$ cat src/rtl/hint_repl_pkg.sv
package hint_repl_pkg;

  // Which rule chose the victim on a miss; ordered by priority.
  typedef enum logic [1:0] {
    SRC_EMPTY   = 2'd0,
    SRC_FLAGGED = 2'd1,
    SRC_OLDEST  = 2'd2
  } victim_src_e;

endpackage

$ cat src/rtl/hint_repl_lookup.sv
module hint_repl_lookup #(
  parameter int WAYS  = 4,
  parameter int TAG_W = 12,
  localparam int WAY_W = $clog2(WAYS)
) (
  input  logic [WAYS-1:0]             way_valid,
  input  logic [WAYS-1:0][TAG_W-1:0]  way_tag,
  input  logic [TAG_W-1:0]            look_tag,
  output logic [WAYS-1:0]             match_vec,
  output logic                        any_match,
  output logic [WAY_W-1:0]            match_way
);

  for (genvar g = 0; g < WAYS; g++) begin : g_cmp
    assign match_vec[g] = way_valid[g] && (way_tag[g] == look_tag);
  end

  assign any_match = |match_vec;

  always_comb begin
    match_way = '0;
    for (int w = 0; w < WAYS; w++) begin
      if (match_vec[w]) begin
        match_way = WAY_W'(w);
      end
    end
  end

endmodule

$ cat src/rtl/hint_repl_victim.sv
module hint_repl_victim
  import hint_repl_pkg::*;
#(
  parameter int WAYS = 4,
  localparam int WAY_W = $clog2(WAYS)
) (
  input  logic [WAYS-1:0]             way_valid,
  input  logic [WAYS-1:0]             way_flag,
  input  logic [WAYS-1:0][WAY_W-1:0]  way_age,
  output logic [WAY_W-1:0]            victim_way,
  output victim_src_e                 victim_src
);

  localparam logic [WAY_W-1:0] OLDEST_AGE = WAY_W'(WAYS - 1);

  logic               have_empty;
  logic [WAY_W-1:0]   empty_way;
  logic               have_flagged;
  logic [WAY_W-1:0]   flagged_way;
  logic [WAY_W-1:0]   flagged_age;
  logic [WAY_W-1:0]   oldest_way;

  // Lowest-numbered empty way.
  always_comb begin
    have_empty = 1'b0;
    empty_way  = '0;
    for (int w = WAYS - 1; w >= 0; w--) begin
      if (!way_valid[w]) begin
        have_empty = 1'b1;
        empty_way  = WAY_W'(w);
      end
    end
  end

  // Oldest among valid flagged ways.
  always_comb begin
    have_flagged = 1'b0;
    flagged_way  = '0;
    flagged_age  = '0;
    for (int w = 0; w < WAYS; w++) begin
      if (way_valid[w] && way_flag[w] &&
          (!have_flagged || (way_age[w] > flagged_age))) begin
        have_flagged = 1'b1;
        flagged_way  = WAY_W'(w);
        flagged_age  = way_age[w];
      end
    end
  end

  // Plain least recently used way.
  always_comb begin
    oldest_way = '0;
    for (int w = 0; w < WAYS; w++) begin
      if (way_age[w] == OLDEST_AGE) begin
        oldest_way = WAY_W'(w);
      end
    end
  end

  always_comb begin
    if (have_empty) begin
      victim_way = empty_way;
      victim_src = SRC_EMPTY;
    end else if (have_flagged) begin
      victim_way = flagged_way;
      victim_src = SRC_FLAGGED;
    end else begin
      victim_way = oldest_way;
      victim_src = SRC_OLDEST;
    end
  end

endmodule

$ cat src/rtl/hint_repl_age.sv
module hint_repl_age #(
  parameter int WAYS = 4,
  localparam int WAY_W = $clog2(WAYS)
) (
  input  logic [WAYS-1:0][WAY_W-1:0]  age_cur,
  input  logic [WAY_W-1:0]            touch_way,
  output logic [WAYS-1:0][WAY_W-1:0]  age_nxt
);

  logic [WAY_W-1:0] touch_age;

  assign touch_age = age_cur[touch_way];

  // Touched way goes to age 0; every way younger than it ages by one.
  for (genvar g = 0; g < WAYS; g++) begin : g_age
    always_comb begin
      if (touch_way == WAY_W'(g)) begin
        age_nxt[g] = '0;
      end else if (age_cur[g] < touch_age) begin
        age_nxt[g] = age_cur[g] + 1'b1;
      end else begin
        age_nxt[g] = age_cur[g];
      end
    end
  end

endmodule

$ cat src/rtl/hint_repl_ctrl.sv
module hint_repl_ctrl
  import hint_repl_pkg::*;
#(
  parameter int WAYS  = 4,
  parameter int SETS  = 16,
  parameter int TAG_W = 12,
  localparam int WAY_W = $clog2(WAYS),
  localparam int IDX_W = $clog2(SETS)
) (
  input  logic              clk,
  input  logic              rst_n,
  input  logic              req_valid,
  input  logic [IDX_W-1:0]  req_index,
  input  logic [TAG_W-1:0]  req_tag,
  input  logic              req_hint,
  output logic              rsp_valid,
  output logic              rsp_hit,
  output logic [WAY_W-1:0]  rsp_way,
  output logic [WAY_W-1:0]  rsp_victim
);

  // State arrays
  logic [WAYS-1:0]                valid_q [SETS];
  logic [WAYS-1:0]                flag_q  [SETS];
  logic [WAYS-1:0][WAY_W-1:0]     age_q   [SETS];
  logic [WAYS-1:0][TAG_W-1:0]     tag_q   [SETS];

  // Indexed set view
  logic [WAYS-1:0]                set_valid;
  logic [WAYS-1:0]                set_flag;
  logic [WAYS-1:0][WAY_W-1:0]     set_age;
  logic [WAYS-1:0][TAG_W-1:0]     set_tag;

  logic [WAYS-1:0]                hit_vec;
  logic                           hit;
  logic [WAY_W-1:0]               hit_way;
  logic [WAY_W-1:0]               victim_way;
  victim_src_e                    victim_src;
  logic [WAY_W-1:0]               touch_way;
  logic [WAYS-1:0][WAY_W-1:0]     age_upd;

  // Next-state of the indexed set
  logic [WAYS-1:0]                valid_d;
  logic [WAYS-1:0]                flag_d;
  logic                           state_en;
  logic                           tag_en;

  // Response next-state
  logic                           rsp_valid_d;
  logic                           rsp_hit_d;
  logic [WAY_W-1:0]               rsp_way_d;
  logic [WAY_W-1:0]               rsp_victim_d;

  always_comb begin
    set_valid = valid_q[req_index];
    set_flag  = flag_q[req_index];
    set_age   = age_q[req_index];
    set_tag   = tag_q[req_index];
  end

  hint_repl_lookup #(
    .WAYS  (WAYS),
    .TAG_W (TAG_W)
  ) lookup_i (
    .way_valid (set_valid),
    .way_tag   (set_tag),
    .look_tag  (req_tag),
    .match_vec (hit_vec),
    .any_match (hit),
    .match_way (hit_way)
  );

  hint_repl_victim #(
    .WAYS (WAYS)
  ) victim_i (
    .way_valid  (set_valid),
    .way_flag   (set_flag),
    .way_age    (set_age),
    .victim_way (victim_way),
    .victim_src (victim_src)
  );

  assign touch_way = hit ? hit_way : victim_way;

  hint_repl_age #(
    .WAYS (WAYS)
  ) age_i (
    .age_cur   (set_age),
    .touch_way (touch_way),
    .age_nxt   (age_upd)
  );

  // Set state next-state
  always_comb begin
    state_en = req_valid;
    tag_en   = req_valid && !hit;
    valid_d  = set_valid;
    flag_d   = set_flag;
    valid_d[touch_way] = 1'b1;
    flag_d[touch_way]  = req_hint;
  end

  // Response next-state
  always_comb begin
    rsp_valid_d  = req_valid;
    rsp_hit_d    = req_valid && hit;
    rsp_way_d    = '0;
    rsp_victim_d = '0;
    if (req_valid) begin
      if (hit) begin
        rsp_way_d = hit_way;
      end else begin
        rsp_victim_d = victim_way;
      end
    end
  end

  // Set state registers
  always_ff @(posedge clk or negedge rst_n) begin
    if (!rst_n) begin
      for (int s = 0; s < SETS; s++) begin
        valid_q[s] <= '0;
        flag_q[s]  <= '0;
        for (int w = 0; w < WAYS; w++) begin
          age_q[s][w] <= WAY_W'(w);
        end
      end
    end else if (state_en) begin
      valid_q[req_index] <= valid_d;
      flag_q[req_index]  <= flag_d;
      age_q[req_index]   <= age_upd;
    end
  end

  // Tag storage: no reset needed, qualified by valid
  always_ff @(posedge clk) begin
    if (tag_en) begin
      tag_q[req_index][victim_way] <= req_tag;
    end
  end

  // Response registers
  always_ff @(posedge clk or negedge rst_n) begin
    if (!rst_n) begin
      rsp_valid  <= 1'b0;
      rsp_hit    <= 1'b0;
      rsp_way    <= '0;
      rsp_victim <= '0;
    end else begin
      rsp_valid  <= rsp_valid_d;
      rsp_hit    <= rsp_hit_d;
      rsp_way    <= rsp_way_d;
      rsp_victim <= rsp_victim_d;
    end
  end

endmodule

$ cat config.mk
export PLATFORM = sky130hd
export DESIGN_NAME = hint_repl_ctrl
export DESIGN_NICKNAME = d
export VERILOG_FILES = /design/src/rtl/hint_repl_pkg.sv /design/src/rtl/hint_repl_lookup.sv /design/src/rtl/hint_repl_victim.sv /design/src/rtl/hint_repl_age.sv /design/src/rtl/hint_repl_ctrl.sv
export SDC_FILE = /design/constraint.sdc
export NUM_CORES = 1
export LEC_CHECK = 0
export CORE_MARGIN = 2
export CORE_UTILIZATION = 40
export DETAILED_ROUTE_END_ITERATION = 8
export GPL_TIMING_DRIVEN = 1
export SLEW_MARGIN = 20
export SYNTH_ARGS = -nofsm -noshare
export SYNTH_HDL_FRONTEND = slang
export SYNTH_HIERARCHICAL = 1
export SYNTH_SLANG_ARGS = --single-unit
$ cat constraint.sdc
create_clock -name clk -period 8.6 [get_ports clk]
set_input_delay 1.72 -clock clk [delete_from_list [all_inputs] [get_ports clk]]
set_output_delay 1.72 -clock clk [all_outputs]
set_load 0.01 [all_outputs]
==> results.py <==
metrics = {
    "timing": {
        "setup_ws_ns": 0.564,
        "finalSetupViolCount": 0,
        "tightest_slew_ns": 1.08,
        "period_needed_ns": 8.04,
        "hold_ws_ns": 0.460,
        "post-route-period-util_pct": 93.4,
        "hold_violations": 0,
        "clock_skew_ns": 0.0452,
        "drv_slew": 0,
        "rsz0062_at_grt": "no",
        "slew_headroom_pct": 27.7,
        "clock.fmax_mhz": 124,
    },
    "floorplan": {
        "ios": 26,
        "die_area_sq_mm": 0.110,
        "die_y_um": 331,
        "die_x_um": 331,
        "core_sq_mm": 0.107,
        "initial_core_util_pct": 40.2,
        "placementRows": 120,
    },
    "grt": {
        "overflow": 0,
        "antenna_found_initial": 3,
        "track_usage_pct": 19.0,
        "first_global_vias": 23762,
        "grt_max_degree": 108,
        "grt_pass1_wl_um": 156000,
    },
    "cts": {
        "clk_latency_ns": 0.70,
        "cts_num_sinks": 1030,
        "clockBufferDepth": 3,
        "post_cts_buffers": 0,
        "ctsHoldBuffers": 0,
        "numCtsBuffers": 104,
        "htreeDepth": 3,
        "cts_root_buf": "clkbuf_16",
        "cts_tree": "done",
        "path_clk_slew_ns": 0.06,
    },
    "place": {
        "hpwl_um": 62000,
        "place_ws_ns": -0.304,
        "dp_cells": 3851,
        "numPortBuffers": 25,
        "gp_congestion": 0.817,
    },
    "final_layout": {
        "instances_no_fill": 4038,
        "layout_commonest_cell": "edfxtp_1",
        "syn_to_final_growth_pct": 13.1,
        "drive_gt1_share_pct": 29.2,
        "utilization_pct": 45.5,
        "layout_common_cells": "768 x edfxtp_1, 325 x nand2_1, 281 x mux4_2",
        "nets": 2584,
    },
    "worst_setup_path": {
        "worstSetupPathType": "in -> reg",
        "end_kind": "register",
        "r2r_end": "age_q[72]",
        "arrival_ns": 8.66,
        "worst-endpoint-required_ns": 9.22,
        "reg2reg_slack_ns": 1.50,
        "reg2regPathDepth": 24,
        "r2r_start": "age_q[24]",
        "worst-path-max-fanout": 16,
        "crit_path_start_kind": "primary input",
    },
    "yosys": {
        "netlist_instances": 2437,
        "avgSynthCellArea_sq_um": 17.6,
        "synth.cell_area_sq_mm": 0.0429,
        "synth-warning-count": 6,
        "syn_nets": 2467,
    },
    "detailed_routing": {
        "vias": 23014,
        "antenna_left": 0,
        "drc": 0,
        "dr.pass1.iters": 7,
        "vias_per_cell": 5.70,
        "drt-initial-drc-count": 2281,
        "wl_um": 104000,
        "wl_per_cell_um": 25.8,
    },
    "run": {
        "maxCapViolCount": 0,
    },
    "power": {
        "power_leakage_nw": 17.1,
        "power_per_cell_area_mw_per_mm2": 228,
        "ir_worst_vdd_v": 0.000176,
    },
    "worst_hold_path": {
        "min_path_cells": 2,
        "hp-class": "reg -> reg",
        "holdPathEnd": "age_q[53]",
        "hp-start": "age_q[53]",
    },
    "run_status": {
        "status": "completed",
    },
}
how the worst max path moves through the flow:
stage | startpoint | endpoint | slack, ns | cells after the start
6_report | req_index[0] | age_q[72] | 0.56 | 26
5_1_grt | req_index[0] | age_q[73] | 0.24 | 27
4_1_cts | req_index[0] | age_q[76] | 0.41 | 25
3_5_place_dp | req_index[0] | age_q[126] | -0.30 | 25
3_3_place_gp | req_index[0] | age_q[72] | -0.14 | 26
2_1_floorplan | req_index[1] | age_q[113] | 0.01 | 30
final cells by class:
type / instances / area (sq um)
inverter: 13 / 50.0
sequential: 1030 / 29700
antenna: 1 / 2.50
timing repair buffer: 179 / 1420
multi-input combinational: 1226 / 12200
fill: 9102 / 58100
tap: 1403 / 1760
clock inverter: 46 / 474
clock buffer: 140 / 2870
repair_timing:
item / in CTS / in global routing
setup endpoints to repair: 0 / 16
hold endpoints to repair: 0 / 0
gates resized for setup: 0 / 2
per-stage QoR:
| stage | area, sq um | total power [mW] | setup TNS (ns) |
|---|---|---|---|
| after CTS | 48400 | 11.2 | 0 |
| after global routing | 48500 | 11.5 | 0 |
| after detailed placement | 45100 | 6.76 | -12.07 |
| after floorplan | 42900 | 6.40 | 0 |
| after global placement | 45100 | 6.71 | -1.34 |
| final | 48500 | 11.1 | 0 |
power breakdown:
part | internal [mW] | switching, mW
Sequential | 5.56 | 0.0999
Combinational | 0.384 | 0.606
Clock | 2.48 | 1.93
Total | 8.43 | 2.63
critical path, cell delays in order:
cell and delay (ns):
buf_8 0.14, buf_4 0.19, mux4_2 0.50, mux4_2 0.57
nand3_1 0.18, ha_1 0.29, a221oi_2 0.38, buf_4 0.19
nor2_1 0.04, nor2_1 0.09, ha_1 0.24, nor2b_1 0.14
o2111ai_1 0.34, o211ai_1 0.21, o22ai_1 0.19, ha_1 0.27
a21oi_1 0.16, a21oi_1 0.10, a31oi_1 0.25, mux2_2 0.22
mux4_1 0.55, inv_1 0.16, ha_1 0.27, nor3b_1 0.16
a2111oi_4 0.79, mux2_2 0.30
registers in the layout, summed over array words and instances (netlist names):
signal	cells
tag_q	768
age_q	128
flag_q	64
valid_q	64
rsp_victim	2
rsp_way	2
rsp_hit	1
rsp_valid	1
per-layer routing:
metal  vias up  GRT usage [%]  share of wire, %
met1     12321           26.1                42
met3       180           2.58               5.6
li1       9758              -                 -
met5         -              0             0.020
met4         4           5.06               2.4
met2       751           31.9                50
Power figures use the tool's default switching activity.
